===== src/rtl/wake_det_pkg.sv =====
package wake_det_pkg;

    typedef enum logic [1:0] {
        BUS_IDLE  = 2'b00,
        BUS_DATA0 = 2'b01,
        BUS_DATA1 = 2'b10,
        BUS_RSVD  = 2'b11
    } bus_code_e;

    typedef enum logic [2:0] {
        ST_SEARCH = 3'd0,
        ST_LOW1   = 3'd1,
        ST_HIGH1  = 3'd2,
        ST_LOW2   = 3'd3,
        ST_HIGH2  = 3'd4
    } det_state_e;

endpackage


===== src/rtl/wake_phase_filter.sv =====
module wake_phase_filter #(
    parameter int GAP_TOL = 3,
    parameter int RUN_MAX = 20,
    localparam int RUN_W = $clog2(RUN_MAX + 1)
) (
    input  logic             clk,
    input  logic             rst_n,
    input  logic             sample_low,
    output logic             lvl_low,
    output logic [RUN_W-1:0] run_len,
    output logic             flip
);
    localparam int GAP_W = $clog2(GAP_TOL + 2);
    localparam logic [GAP_W-1:0] GAP_MAX_V = GAP_W'(GAP_TOL);
    localparam logic [RUN_W-1:0] RUN_MAX_V = RUN_W'(RUN_MAX);
    localparam logic [RUN_W-1:0] RUN_NEW_V = RUN_W'(GAP_TOL + 1);

    logic             lvl_q;
    logic [RUN_W-1:0] run_q;
    logic [GAP_W-1:0] gap_q;

    always_ff @(posedge clk or negedge rst_n) begin
        if (!rst_n) begin
            lvl_q <= 1'b0;
            run_q <= '0;
            gap_q <= '0;
        end else if (sample_low == lvl_q) begin
            gap_q <= '0;
            if (run_q != RUN_MAX_V) begin
                run_q <= run_q + 1'b1;
            end
        end else if (gap_q == GAP_MAX_V) begin
            lvl_q <= sample_low;
            run_q <= RUN_NEW_V;
            gap_q <= '0;
        end else begin
            gap_q <= gap_q + 1'b1;
        end
    end

    assign flip    = (sample_low != lvl_q) && (gap_q == GAP_MAX_V);
    assign lvl_low = lvl_q;
    assign run_len = run_q;

    // a level change only after a full run of opposite samples
    assert_flip_needs_run_R4: assert property (@(posedge clk) disable iff (!rst_n)
        (lvl_q != $past(lvl_q)) |-> ($past(gap_q) == GAP_MAX_V));

    assert_run_bounded_R4: assert property (@(posedge clk) disable iff (!rst_n)
        run_q <= RUN_MAX_V);

endmodule


===== src/rtl/wake_window_timer.sv =====
module wake_window_timer #(
    parameter int LIMIT = 256
) (
    input  logic clk,
    input  logic rst_n,
    input  logic restart,
    input  logic active,
    output logic expired
);
    localparam int CNT_W = $clog2(LIMIT + 1);
    localparam logic [CNT_W-1:0] LAST_V = CNT_W'(LIMIT - 1);

    logic [CNT_W-1:0] cnt_q;

    always_ff @(posedge clk or negedge rst_n) begin
        if (!rst_n) begin
            cnt_q <= '0;
        end else if (restart) begin
            cnt_q <= '0;
        end else if (active && (cnt_q != LAST_V)) begin
            cnt_q <= cnt_q + 1'b1;
        end
    end

    assign expired = active && !restart && (cnt_q == LAST_V);

    assert_count_in_window_R6: assert property (@(posedge clk) disable iff (!rst_n)
        restart |=> (cnt_q == '0));

endmodule


===== src/rtl/wake_flag_stage.sv =====
module wake_flag_stage (
    input  logic clk,
    input  logic rst_n,
    input  logic hit,
    input  logic clear,
    output logic flag,
    output logic pulse
);
    logic flag_q;
    logic pulse_q;

    always_ff @(posedge clk or negedge rst_n) begin
        if (!rst_n) begin
            flag_q  <= 1'b0;
            pulse_q <= 1'b0;
        end else begin
            pulse_q <= hit;
            if (hit) begin
                flag_q <= 1'b1;
            end else if (clear) begin
                flag_q <= 1'b0;
            end
        end
    end

    assign flag  = flag_q;
    assign pulse = pulse_q;

    assert_pulse_sets_flag_R9: assert property (@(posedge clk) disable iff (!rst_n)
        pulse_q |-> flag_q);

    assert_flag_sticky_R9: assert property (@(posedge clk) disable iff (!rst_n)
        (flag_q && !clear) |=> flag_q);

    assert_clear_works_R9: assert property (@(posedge clk) disable iff (!rst_n)
        clear |=> (!flag_q || pulse_q));

endmodule


===== src/rtl/wake_pattern_detector.sv =====
module wake_pattern_detector #(
    parameter int MIN_LOW_CYC  = 20,
    parameter int MIN_HIGH_CYC = 20,
    parameter int WINDOW_CYC   = 256,
    parameter int GAP_TOL_CYC  = 3
) (
    input  logic       clk,
    input  logic       rst_n,
    input  logic [1:0] bus_state,
    input  logic       wake_clr,
    output logic       wake_flag,
    output logic       wake_pulse
);
    import wake_det_pkg::*;

    localparam int TH_MAX  = (MIN_LOW_CYC > MIN_HIGH_CYC) ? MIN_LOW_CYC : MIN_HIGH_CYC;
    localparam int RUN_MAX = (TH_MAX > GAP_TOL_CYC + 1) ? TH_MAX : GAP_TOL_CYC + 1;
    localparam int RUN_W   = $clog2(RUN_MAX + 1);
    localparam logic [RUN_W-1:0] LOW_TH  = RUN_W'(MIN_LOW_CYC);
    localparam logic [RUN_W-1:0] HIGH_TH = RUN_W'(MIN_HIGH_CYC);

    det_state_e       state_q;
    det_state_e       state_d;
    logic             sample_low;
    logic             lvl_low;
    logic [RUN_W-1:0] run_len;
    logic             flip;
    logic             low_ok;
    logic             high_ok;
    logic             expired;
    logic             restart;
    logic             hit;
    logic             active;

    // only DATA_0 is low; idle, DATA_1 and the spare code are quiet
    assign sample_low = (bus_code_e'(bus_state) == BUS_DATA0);

    wake_phase_filter #(
        .GAP_TOL (GAP_TOL_CYC),
        .RUN_MAX (RUN_MAX)
    ) u_filter (
        .clk        (clk),
        .rst_n      (rst_n),
        .sample_low (sample_low),
        .lvl_low    (lvl_low),
        .run_len    (run_len),
        .flip       (flip)
    );

    wake_window_timer #(
        .LIMIT (WINDOW_CYC)
    ) u_window (
        .clk     (clk),
        .rst_n   (rst_n),
        .restart (restart),
        .active  (active),
        .expired (expired)
    );

    wake_flag_stage u_out (
        .clk   (clk),
        .rst_n (rst_n),
        .hit   (hit),
        .clear (wake_clr),
        .flag  (wake_flag),
        .pulse (wake_pulse)
    );

    assign low_ok  = (run_len >= LOW_TH);
    assign high_ok = (run_len >= HIGH_TH);

    // state register
    always_ff @(posedge clk or negedge rst_n) begin
        if (!rst_n) begin
            state_q <= ST_SEARCH;
        end else begin
            state_q <= state_d;
        end
    end

    // next state
    always_comb begin
        state_d = state_q;
        unique case (state_q)
            ST_SEARCH: if (flip && sample_low) state_d = ST_LOW1;
            ST_LOW1:   if (flip) state_d = low_ok ? ST_HIGH1 : ST_SEARCH;
            ST_HIGH1:  if (flip) state_d = high_ok ? ST_LOW2 : ST_LOW1;
            ST_LOW2:   if (flip) state_d = low_ok ? ST_HIGH2 : ST_SEARCH;
            ST_HIGH2: begin
                if (high_ok) begin
                    state_d = ST_SEARCH;
                end else if (flip) begin
                    state_d = ST_LOW1;
                end
            end
            default:   state_d = ST_SEARCH;
        endcase
        if (expired && !restart && !hit) begin
            state_d = ST_SEARCH;
        end
    end

    // outputs of the machine
    always_comb begin
        active  = (state_q != ST_SEARCH);
        hit     = (state_q == ST_HIGH2) && high_ok;
        restart = flip && sample_low &&
                  ((state_q == ST_SEARCH) ||
                   ((state_q == ST_HIGH1) && !high_ok) ||
                   ((state_q == ST_HIGH2) && !high_ok));
    end

    assert_pulse_single_R8: assert property (@(posedge clk) disable iff (!rst_n)
        wake_pulse |=> !wake_pulse);

    assert_pulse_after_high2_R8: assert property (@(posedge clk) disable iff (!rst_n)
        wake_pulse |-> ($past(state_q) == ST_HIGH2));

    assert_timeout_to_search_R6: assert property (@(posedge clk) disable iff (!rst_n)
        (expired && !restart && !hit) |=> (state_q == ST_SEARCH));

    assert_lvl_matches_state_R5: assert property (@(posedge clk) disable iff (!rst_n)
        ((state_q == ST_HIGH1) || (state_q == ST_HIGH2)) |-> !lvl_low);

endmodule


===== config.mk =====
export PLATFORM = sky130hd
export DESIGN_NAME = wake_pattern_detector
export DESIGN_NICKNAME = d
export VERILOG_FILES = /design/src/rtl/wake_det_pkg.sv /design/src/rtl/wake_phase_filter.sv /design/src/rtl/wake_window_timer.sv /design/src/rtl/wake_flag_stage.sv /design/src/rtl/wake_pattern_detector.sv
export SDC_FILE = /design/constraint.sdc
export NUM_CORES = 1
export LEC_CHECK = 0
export ABC_AREA = 1
export BUFFER_PORTS_ARGS = -buffer_cell sky130_fd_sc_hd__buf_2
export CAP_MARGIN = 30
export CORE_MARGIN = 3
export CORE_UTILIZATION = 63
export DETAILED_ROUTE_END_ITERATION = 12
export PLACE_DENSITY = 0.82
export SYNTH_ARGS = -nofsm -noshare
export SYNTH_HDL_FRONTEND = slang
export SYNTH_SLANG_ARGS = --single-unit

===== constraint.sdc =====
create_clock -name clk -period 3.25 [get_ports clk]
set_input_delay 0.65 -clock clk [delete_from_list [all_inputs] [get_ports clk]]
set_output_delay 0.65 -clock clk [all_outputs]
set_load 0.05 [all_outputs]

* Word-level counts from Yosys, hierarchy flattened *
Cells that the tools add are included.

storage, ports and cells
  bits in registers = 23
  input bits = 5
  output and inout bits = 2
  word-level logic and storage cells = 73

operators by class
  $add $sub $neg = 3
  $lt $le $gt $ge = 1
  equality and inequality tests = 17
  muxes and demuxes = 20
  bitwise gates (word level) = 1
  reductions and logical operators = 24

operator list
  operator                                                                  count
  3-bit two-way mux                                                         10
  9-bit two-way mux                                                         2
  5-bit two-way mux                                                         3
  3-bit case mux with 5 select lines                                        1
  3-bit inequality test (second input constant)                             4
  1-bit logical AND                                                         11
  9-bit by 1-bit adder with 9-bit output (second input constant)            1
  3-bit by 2-bit == test with 1-bit output (second input constant)          3
  9-bit by 8-bit == test with 1-bit output (second input constant)          1
  9-bit by 8-bit inequality test with 1-bit output (second input constant)  1
  2-bit nonzero test                                                        3
  5-bit by 1-bit adder with 5-bit output (second input constant)            1
  5-bit greater-or-equal comparator (second input constant)                 1
  5-bit inequality test (second input constant)                             1
  5-bit AND reduction                                                       1
  2-bit two-way mux                                                         2
  4-bit inequality test (second input constant)                             1
  2-bit AND reduction                                                       2
  3-bit by 1-bit adder with 3-bit output (second input constant)            1
  3-bit by 1-bit == test with 1-bit output (second input constant)          1
  3-bit == test (second input constant)                                     1
  1-bit logical NOT                                                         3
  3-bit logical NOT                                                         1
  3-bit nonzero test                                                        1
  other kinds (7)                                                           9

* Depth between registers and ports, before layout *
Gate-level depths: netlist of run 1.

  depth after elaboration = 13
  mapped depth = 13
  gate-level depth less buffers = 13

* By module *
Synthesis of run 1 repeated with hierarchy kept, for this count alone.

unflattened totals
  cells, all modules = 176
  area, all modules = 1,357.6 um^2

by module, submodules not included
  module                 instances  cells each  area an instance (um^2)  seq. area each (um^2)
  wake_window_timer      1          68          525.5                    225.2
  wake_phase_filter      1          60          500.5                    225.2
  wake_pattern_detector  1          42          266.5                    75.1
  wake_flag_stage        1          6           65.1                     50.0

* Least setup slack after synthesis of run 1 *
Ideal clock, no wire load.

  kind = register to register
  start = register u_window.cnt_q[0]
  end = register u_window.cnt_q[5]
  library setup time = 0.121 ns
  data arrival time = 1.602 ns
  data required time = 3.129 ns
  path slack = 1.526 ns
  cell stages (with the launch flop) = 12
  buffers on the path = 0
  period minus slack after synthesis = 1.724 ns
  cell sequence = dfrtp_1 ha_1 nand3_1 nor2_1 inv_1 nor3_1 ha_1 inv_1 nand2_4 or2_4 o21ai_0 nor2_1

between the ends
  cells in the longest elaborated chain, start to end = 3
  elaborated cells on any way between the ends = 6
  classes of those cells = add/sub (1); eq/ne (1); mux (2); reduce/logical (2)

RTL lines
  what                                                                                                               RTL line                                          RTL
  from (decl)                                                                                                        wake_window_timer.sv:13                           logic [CNT_W-1:0] cnt_q;
  from (signal assigned)                                                                                             wake_window_timer.sv:21                           cnt_q <= cnt_q + 1'b1;
  9-bit by 1-bit adder with 9-bit output / 9-bit by 8-bit inequality test with 1-bit output (equally long branches)  wake_window_timer.sv:21, wake_window_timer.sv:20
  9-bit two-way mux / 1-bit logical AND (equally long branches)                                                      wake_window_timer.sv:20                           end else if (active && (cnt_q != LAST_V)) begin
  9-bit two-way mux / 2-bit nonzero test (equally long branches)                                                     --

Parallel ways exist; a longest one is shown, timed or not. The select of a mux whose other input is x is not followed.
A chain may end at the register's enable or synchronous reset.

* Worst setup path after layout of run 1 *
Same ends and word-level chain as after synthesis.

==> summary.json, run 1 <==
{
  "setup_total_negative_slack": {"value": 0, "unit": "ns"},
  "multi_input_gate_area_in_the_final_layout": {"value": 644, "unit": "sq um"},
  "run_status": {"value": "completed"},
  "final_core_util": {"value": 0.761},
  "synth_top_cell_area_share": {"value": 0.439},
  "num_vias": {"value": 1046},
  "cts_buffers": {"value": 3},
  "timing.critical_path.slowest_stage_cell": {"value": "sky130_fd_sc_hd__dfrtp_1"},
  "path_class": {"value": "register to register"},
  "core_area": {"value": 1840, "unit": "sq um"},
  "slew_headroom": {"value": 0.671},
  "routed_wire_length_per_instance": {"value": 12.1, "unit": "um"},
  "total_power": {"value": 1010, "unit": "uW"},
  "worstSetupStartpointType": {"value": "register"},
  "tightest_slew": {"value": 0.494, "unit": "ns"},
  "congestion_overflow_gr": {"value": 0},
  "holdCritPathClass": {"value": "input port to asynchronous set/reset pin"},
  "drt_iter0_drc": {"value": 25},
  "cell_types_with_the_largest_area_share_after_synthesis": {"value": "sky130_fd_sc_hd__dfrtp_1, sky130_fd_sc_hd__inv_1, sky130_fd_sc_hd__nand2_1"},
  "crit_arrival": {"value": 2.13, "unit": "ns"},
  "io_pins": {"value": 7},
  "post_cts_resize_count": {"value": 0},
  "grt_setup_unrepaired": {"value": "no"},
  "drt_pre_antenna_iters": {"value": 4},
  "worstPathCellList": {"value": "ha_1, nand3_1, nor2_1, inv_1, nor3_1, ha_1, inv_1, nand2_4, or2_4, o21ai_0, nor2_1"},
  "synth_cell_type_count": {"value": 22},
  "syn-cell-area": {"value": 1310, "unit": "sq um"},
  "antennaDiodeCount": {"value": 0},
  "period_minus_slack": {"value": 1.91, "unit": "ns"},
  "detail_route.vias_per_cell": {"value": 5.42},
  "area_growth": {"value": 6.78, "unit": "%"},
  "grt_start_max_net_pins": {"value": 24},
  "final.period_utilization": {"value": 0.587},
  "initial_core_util": {"value": 0.712},
  "synth_simple_gate_area_frac": {"value": 0.345},
  "final.setup_skew": {"value": 0.00815, "unit": "ns"},
  "clkLatencyLatePin": {"value": 0.31, "unit": "ns"},
  "timing.final.hold_violations": {"value": 0},
  "post-dp-hpwl": {"value": 1760, "unit": "um"},
  "cts_tree": {"value": "done"},
  "synth_fp_nets": {"value": 168},
  "ant_nets": {"value": 0},
  "die_w": {"value": 51.6, "unit": "um"},
  "grt_pass1_wl": {"value": 4200, "unit": "um"},
  "synthMuxAreaShare": {"value": 0},
  "first_global_vias": {"value": 991},
  "postRouteWirelength": {"value": 2330, "unit": "um"},
  "layout_cell_share_with_drive_strength_beyond_1": {"value": 0.167},
  "ys_ff_latch": {"value": 23},
  "p_leak": {"value": 0.000700, "unit": "uW"},
  "synth_top_family_by_area": {"value": "simple AND/OR/NAND/NOR gates"},
  "rrSetupSlack": {"value": 1.34, "unit": "ns"},
  "max-vdd-ir-drop": {"value": 0.000460, "unit": "V"},
  "global_route.usage.total": {"value": 0.217},
  "clock.fmax": {"value": 0.524, "unit": "GHz"},
  "cts.htree.levels": {"value": 1},
  "parity_gate_share_of_the_synthesized_area_counting_xor_and_xnor_cells": {"value": 0.0334},
  "crit_path_max_incr_delay": {"value": 0.43, "unit": "ns"},
  "finalNetCount": {"value": 179},
  "yosys.area.top_type": {"value": "sky130_fd_sc_hd__dfrtp_1"},
  "post-cts-setup-buffer-count": {"value": 0},
  "fraction_of_the_mapped_netlist_area_in_adder_cells": {"value": 0.0478},
  "synth_compound_area_frac": {"value": 0.0659},
  "antenna_found_initial": {"value": 0},
  "dieHeight": {"value": 51.6, "unit": "um"},
  "routabilityCongestion": {"value": 0.865},
  "sequential_area_share_after_synthesis": {"value": 0.439},
  "layout.area.seq": {"value": 576, "unit": "sq um"},
  "maxSlewViolCount": {"value": 0},
  "maxCapViolCount": {"value": 0},
  "fillerInstances": {"value": 149},
  "clk_transition_reported_paths": {"value": 0.13, "unit": "ns"},
  "reg2regPathDepth": {"value": 11},
  "timing.critical_path.to_type": {"value": "register"},
  "clkSinkCount": {"value": 23},
  "route.detailed.drc": {"value": 0},
  "yosys_warnings": {"value": 0},
  "power-per-cell-area": {"value": 723, "unit": "nW/um^2"},
  "syn-instance-count": {"value": 158},
  "cts-root-to-sink-buffers": {"value": 2},
  "rows": {"value": 15},
  "port_buffers": {"value": 6},
  "required": {"value": 3.47, "unit": "ns"},
  "fp.dieArea": {"value": 2660, "unit": "sq um"},
  "ctsRootBufferMaster": {"value": "sky130_fd_sc_hd__clkbuf_4"},
  "finalSetupViolCount": {"value": 0},
  "critical_path.max_fanout": {"value": 9},
  "syn-mean-instance-area": {"value": 8.29, "unit": "sq um"},
  "cts-hold-fix-buffers": {"value": 0}
}
-- where the power goes --
| part | internal [uW] | switching, uW | leakage, uW |
|---|---|---|---|
| Combinational | 148 | 253 | 0.000392 |
| Sequential | 380 | 97.4 | 0.000291 |
| Clock | 46.0 | 86.2 | 0.0000177 |
| Total | 574 | 437 | 0.000700 |
-- cell usage in the layout, fill, tap and decap left out, types with 2 or more instances in the layout --
cell type                  Yosys  layout
sky130_fd_sc_hd__nor3_1        8       8
sky130_fd_sc_hd__clkbuf_4      0       3
sky130_fd_sc_hd__ha_1          5       5
sky130_fd_sc_hd__nand3_1      12      12
sky130_fd_sc_hd__dfrtp_1      23      23
sky130_fd_sc_hd__o21ai_0      11      11
sky130_fd_sc_hd__inv_1        23      23
sky130_fd_sc_hd__nand2_2       6       6
sky130_fd_sc_hd__nor2_1       15      15
sky130_fd_sc_hd__xor2_1        5       5
sky130_fd_sc_hd__a21oi_1       4       4
sky130_fd_sc_hd__nand2_4       4       4
sky130_fd_sc_hd__buf_2         0       6
sky130_fd_sc_hd__nand3b_1      2       2
sky130_fd_sc_hd__nand2_1      23      23
sky130_fd_sc_hd__nor2_4        2       2
sky130_fd_sc_hd__nor2_2        3       3
sky130_fd_sc_hd__nand4_1       6       6
-- final timing paths --
check                                      end         startpoint
max                          u_window.cnt_q[5]  u_window.cnt_q[0]
max in group asynchronous  u_filter.run_len[2]              rst_n
min                          u_window.cnt_q[4]              rst_n
min in group clk             u_filter.gap_q[0]  u_filter.gap_q[0]
min reg2reg                  u_filter.gap_q[0]  u_filter.gap_q[0]
max reg2reg                  u_window.cnt_q[5]  u_window.cnt_q[0]
-- state kept, by name, summed over array words and instances (netlist names) --
signal,cells
state_q,3
u_out.pulse,1
u_out.flag,1
u_filter.run_len,5
u_filter.gap_q,3
u_window.cnt_q,9
u_filter.lvl_low,1
-- per-stage QoR --
| stage | cells | setup slack (ns) | area [sq um] | hold WS, ns |
|---|---|---|---|---|
| after global routing | 193 | 1.16 | 1400 | 0.291 |
| after floorplan | 158 | 1.53 | 1310 | 0.354 |
| after global placement | 189 | 1.41 | 1370 | 0.437 |
| after CTS | 193 | 1.32 | 1400 | 0.289 |
| final | 193 | 1.34 | 1400 | 0.278 |
| after detailed placement | 189 | 1.34 | 1370 | 0.436 |
-- worst max-delay path: cells and delay by family (launching register included) --
| family | cells | cell delay [ns] |
|---|---|---|
| flip-flops | 1 | 0.43 |
| buffers and inverters | 2 | 0.16 |
| AND/OR/NAND/NOR | 6 | 0.63 |
| adder cells (fa/ha/maj) | 2 | 0.42 |
| AO/OA/AOI/OAI | 1 | 0.18 |
-- routing by layer --
metal	global-route usage	wire length, um
met1	0.278	1150
met2	0.341	1050
met3	0.0516	89
met4	0.109	38
met5	0	0
-- layout make-up --
class | count | share of cell area
Clock buffer | 3 | 0.0161
Timing Repair Buffer | 6 | 0.0215
Tap cell | 25 | 0.0224
Sequential cell | 23 | 0.411
Inverter | 24 | 0.0644
Clock inverter | 1 | 0.00358
Multi-Input combinational cell | 111 | 0.461
-- Yosys cell counts, drive strengths merged --
library cell	number
o21ai	12
nor3	8
nor2	20
ha	5
inv	24
nand2	33
nand3	13
dfrtp	23
o22ai	1
nand3b	2
a21oi	4
nand4	6
or2	2
xor2	5
-- cells by family (layout without fill, tap and decap cells) --
kind of cell,count (synthesis),in the layout
adder cells (fa/ha/maj),5,5
AND/OR/NAND/NOR,84,84
AO/OA/AOI/OAI,17,17
buffers and inverters,24,34
flip-flops,23,23
XOR/XNOR,5,5
Power figures use the tool's default switching activity.
==> run 2, diff against run 1 <==
Settings changed: CORE_UTILIZATION 63 to 53, PLACE_DENSITY 0.82 to 0.73.
Clock period 3.25 ns to 1.75 ns, I/O delays scaled along.
==> summary.json, run 2 (synthesized netlist as in run 1, its figures left out) <==
{
  "mostFrequentLayoutCells": {"value": "sky130_fd_sc_hd__nand2_1, sky130_fd_sc_hd__dfrtp_1, sky130_fd_sc_hd__inv_1", "change": "was sky130_fd_sc_hd__inv_1, sky130_fd_sc_hd__nand2_1, sky130_fd_sc_hd__dfrtp_1"},
  "period_minus_slack": {"value": 1.81, "unit": "ns", "change": "was 1.91 ns"},
  "slew_headroom": {"value": 0.658, "change": "was 0.671"},
  "initial_core_util": {"value": 0.576, "change": "was 0.712"},
  "routed_wire_length_per_instance": {"value": 13.3, "unit": "um", "change": "was 12.1 um"},
  "post-dp-hpwl": {"value": 1870, "unit": "um", "change": "was 1760 um"},
  "ant_nets": {"value": 0, "change": "unchanged"},
  "violations": {"value": "setup timing"},
  "clkLatencyLatePin": {"value": 0.31, "unit": "ns", "change": "about the same"},
  "final.setup.worst_slack": {"value": -0.0564, "unit": "ns", "change": "was 1.34 ns"},
  "rows": {"value": 17, "change": "was 15"},
  "io_pins": {"value": 7, "change": "unchanged"},
  "grt_start_max_net_pins": {"value": 24, "change": "unchanged"},
  "global_route.usage.total": {"value": 0.196, "change": "was 0.217"},
  "top_reg_by_flops": {"value": "u_window.cnt_q", "change": "unchanged"},
  "routabilityCongestion": {"value": 0.869, "change": "was 0.865"},
  "clock.fmax": {"value": 0.554, "unit": "GHz", "change": "was 0.524 GHz"},
  "antennaDiodeCount": {"value": 0, "change": "unchanged"},
  "num_vias": {"value": 1087, "change": "was 1046"},
  "path_class": {"value": "register to register", "change": "unchanged"},
  "whs_path_depth": {"value": 2},
  "reg2regPathDepth": {"value": 12, "change": "was 11"},
  "detail_route.vias_per_cell": {"value": 5.28, "change": "was 5.42"},
  "die_w": {"value": 55.7, "unit": "um", "change": "was 51.6 um"},
  "p_leak": {"value": 0.000751, "unit": "uW", "change": "was 0.000700 uW"},
  "drt_pre_antenna_iters": {"value": 4, "change": "unchanged"},
  "max-vdd-ir-drop": {"value": 0.000939, "unit": "V", "change": "was 0.000460 V"},
  "maxSlewViolCount": {"value": 0, "change": "unchanged"},
  "timing.critical_path.to_type": {"value": "register", "change": "unchanged"},
  "final.setup_skew": {"value": 0.00121, "unit": "ns", "change": "was 0.00815 ns"},
  "total_power": {"value": 2060, "unit": "uW", "change": "was 1010 uW"},
  "required": {"value": 1.97, "unit": "ns", "change": "was 3.47 ns"},
  "antenna_found_initial": {"value": 0, "change": "unchanged"},
  "finalNetCount": {"value": 189, "change": "was 179"},
  "p_int": {"value": 1150, "unit": "uW", "change": "was 574 uW"},
  "timing.final.hold_violations": {"value": 0, "change": "unchanged"},
  "area_growth": {"value": 16.2, "unit": "%", "change": "was 6.78%"},
  "p_comb_frac": {"value": 0.442, "change": "was 0.397"},
  "setup_total_negative_slack": {"value": -0.208, "unit": "ns", "change": "was 0 ns"},
  "grt_pass1_wl": {"value": 4860, "unit": "um", "change": "was 4200 um"},
  "fillerInstances": {"value": 175, "change": "was 149"},
  "multi_input_gate_area_in_the_final_layout": {"value": 683, "unit": "sq um", "change": "was 644 sq um"},
  "grt_setup_unrepaired": {"value": "yes", "change": "was no"},
  "cts.htree.levels": {"value": 1, "change": "unchanged"},
  "rrSetupSlack": {"value": -0.06, "unit": "ns", "change": "was 1.34 ns"},
  "worstSetupStartpointType": {"value": "register", "change": "unchanged"},
  "fp.dieArea": {"value": 3100, "unit": "sq um", "change": "was 2660 sq um"},
  "route.detailed.drc": {"value": 0, "change": "unchanged"},
  "first_global_vias": {"value": 1028, "change": "was 991"},
  "maxCapViolCount": {"value": 0, "change": "unchanged"},
  "core_area": {"value": 2280, "unit": "sq um", "change": "was 1840 sq um"},
  "power-per-cell-area": {"value": 1360, "unit": "nW/um^2", "change": "was 723 nW/um^2"},
  "fin_area": {"value": 1520, "unit": "sq um", "change": "was 1400 sq um"},
  "clkPwrFrac": {"value": 0.124, "change": "was 0.131"},
  "run_status": {"value": "finished with violations", "change": "was completed"},
  "finalSetupViolCount": {"value": 5, "change": "was 0"},
  "seq_power_share": {"value": 0.434, "change": "was 0.472"},
  "congestion_overflow_gr": {"value": 0, "change": "unchanged"},
  "layout_cell_share_with_drive_strength_beyond_1": {"value": 0.264, "change": "was 0.167"},
  "cts_tree": {"value": "done", "change": "unchanged"},
  "tightest_slew": {"value": 0.513, "unit": "ns", "change": "was 0.494 ns"},
  "final.period_utilization": {"value": 1.03, "change": "was 0.587"},
  "placed_area": {"value": 1400, "unit": "sq um", "change": "was 1370 sq um"},
  "final_core_util": {"value": 0.669, "change": "was 0.761"},
  "power.net_switching": {"value": 909, "unit": "uW", "change": "was 437 uW"},
  "drt_iter0_drc": {"value": 32, "change": "was 25"},
  "ctsRootBufferMaster": {"value": "sky130_fd_sc_hd__clkbuf_4", "change": "unchanged"},
  "clkSinkCount": {"value": 23, "change": "unchanged"},
  "postRouteWirelength": {"value": 2740, "unit": "um", "change": "was 2330 um"},
  "layout.area.seq": {"value": 576, "unit": "sq um", "change": "unchanged"},
  "largest_reg_flops": {"value": 9, "change": "unchanged"},
  "holdCritPathClass": {"value": "input port to register", "change": "was input port to asynchronous set/reset pin"},
  "port_buffers": {"value": 6, "change": "unchanged"},
  "crit_arrival": {"value": 2.02, "unit": "ns", "change": "was 2.13 ns"},
  "dieHeight": {"value": 55.7, "unit": "um", "change": "was 51.6 um"},
  "swShare": {"value": 0.441, "change": "was 0.432"},
  "cts-root-to-sink-buffers": {"value": 2, "change": "unchanged"},
  "clk_transition_reported_paths": {"value": 0.13, "unit": "ns", "change": "about the same"},
  "cts_buffers": {"value": 3, "change": "unchanged"},
  "critical_path.max_fanout": {"value": 7, "change": "was 9"}
}
[run 2: changes by cell type in the layout (fill, tap and decap cells not counted), sizes merged]
cell	previous run	this run
buf	6	15
dlygate4sd3	0	1
[run 2: routing by layer]
metal / wire length [um] / up-vias / share of wire / track usage
met5: 0 / - / 0 / 0
met4: 46 / 0 / 0.017 / 0.0729
met3: 66 / 6 / 0.024 / 0.0232
met2: 1370 / 20 / 0.50 / 0.334
met1: 1250 / 507 / 0.46 / 0.253
li1: - / 554 / - / -
[run 2: repair_timing]
item / 4_1_cts / 5_1_grt
pin swaps: 2 / 3
hold buffers: 1 / 0
setup buffers: 6 / 0
resized for setup: 10 / 5
endpoints found under the hold margin: 3 / 0
setup endpoints to repair: 12 / 12
[run 2: stage by stage]
step | instances | hold slack (ns) | setup WS, ns
floorplan | 158 | 0.0544 | 0.0264
global placement | 195 | 0.346 | 0.0311
detailed placement | 195 | 0.354 | -0.159
CTS | 206 | 0.206 | -0.0489
global route | 206 | 0.223 | -0.164
finish | 206 | 0.212 | -0.0564
[run 2: worst paths after layout]
path	from	endpoint
hold / removal	wake_clr	u_out.flag
hold reg to reg	u_filter.gap_q[0]	u_filter.gap_q[0]
max in group asynchronous	rst_n	u_window.cnt_q[6]
setup / recovery	u_window.cnt_q[0]	u_window.cnt_q[5]
min in group asynchronous	rst_n	state_q[1]
setup reg to reg	u_window.cnt_q[0]	u_window.cnt_q[5]
[run 2: worst max-delay path, stage by stage (launching register included)]
cell and delay (ns):
sky130_fd_sc_hd__dfrtp_1 0.38, sky130_fd_sc_hd__ha_2 0.21, sky130_fd_sc_hd__nand3_4 0.09, sky130_fd_sc_hd__nor2_4 0.11, sky130_fd_sc_hd__inv_2 0.06, sky130_fd_sc_hd__nor3_2 0.14
sky130_fd_sc_hd__ha_2 0.22, sky130_fd_sc_hd__inv_2 0.04, sky130_fd_sc_hd__nand2_4 0.10, sky130_fd_sc_hd__or2_4 0.15, sky130_fd_sc_hd__nor2_2 0.03, sky130_fd_sc_hd__a21oi_1 0.12
sky130_fd_sc_hd__nor2_1 0.05
[run 2: layout make-up]
type | count | share of cell area
timing repair buffer | 16 | 0.0731
inverter | 24 | 0.0592
multi-input combinational | 111 | 0.449
clock inverter | 1 | 0.00329
sequential | 23 | 0.378
clock buffer | 3 | 0.0148
tap | 28 | 0.0230
[run 2: power groups by stage]
stage,sequential (uW),combinational [uW],clock [uW]
3_5_place_dp,884,803,0
6_report,896,912,256
2_1_floorplan,848,610,0
4_1_cts,878,888,262
3_3_place_gp,872,760,0
5_1_grt,921,1030,285
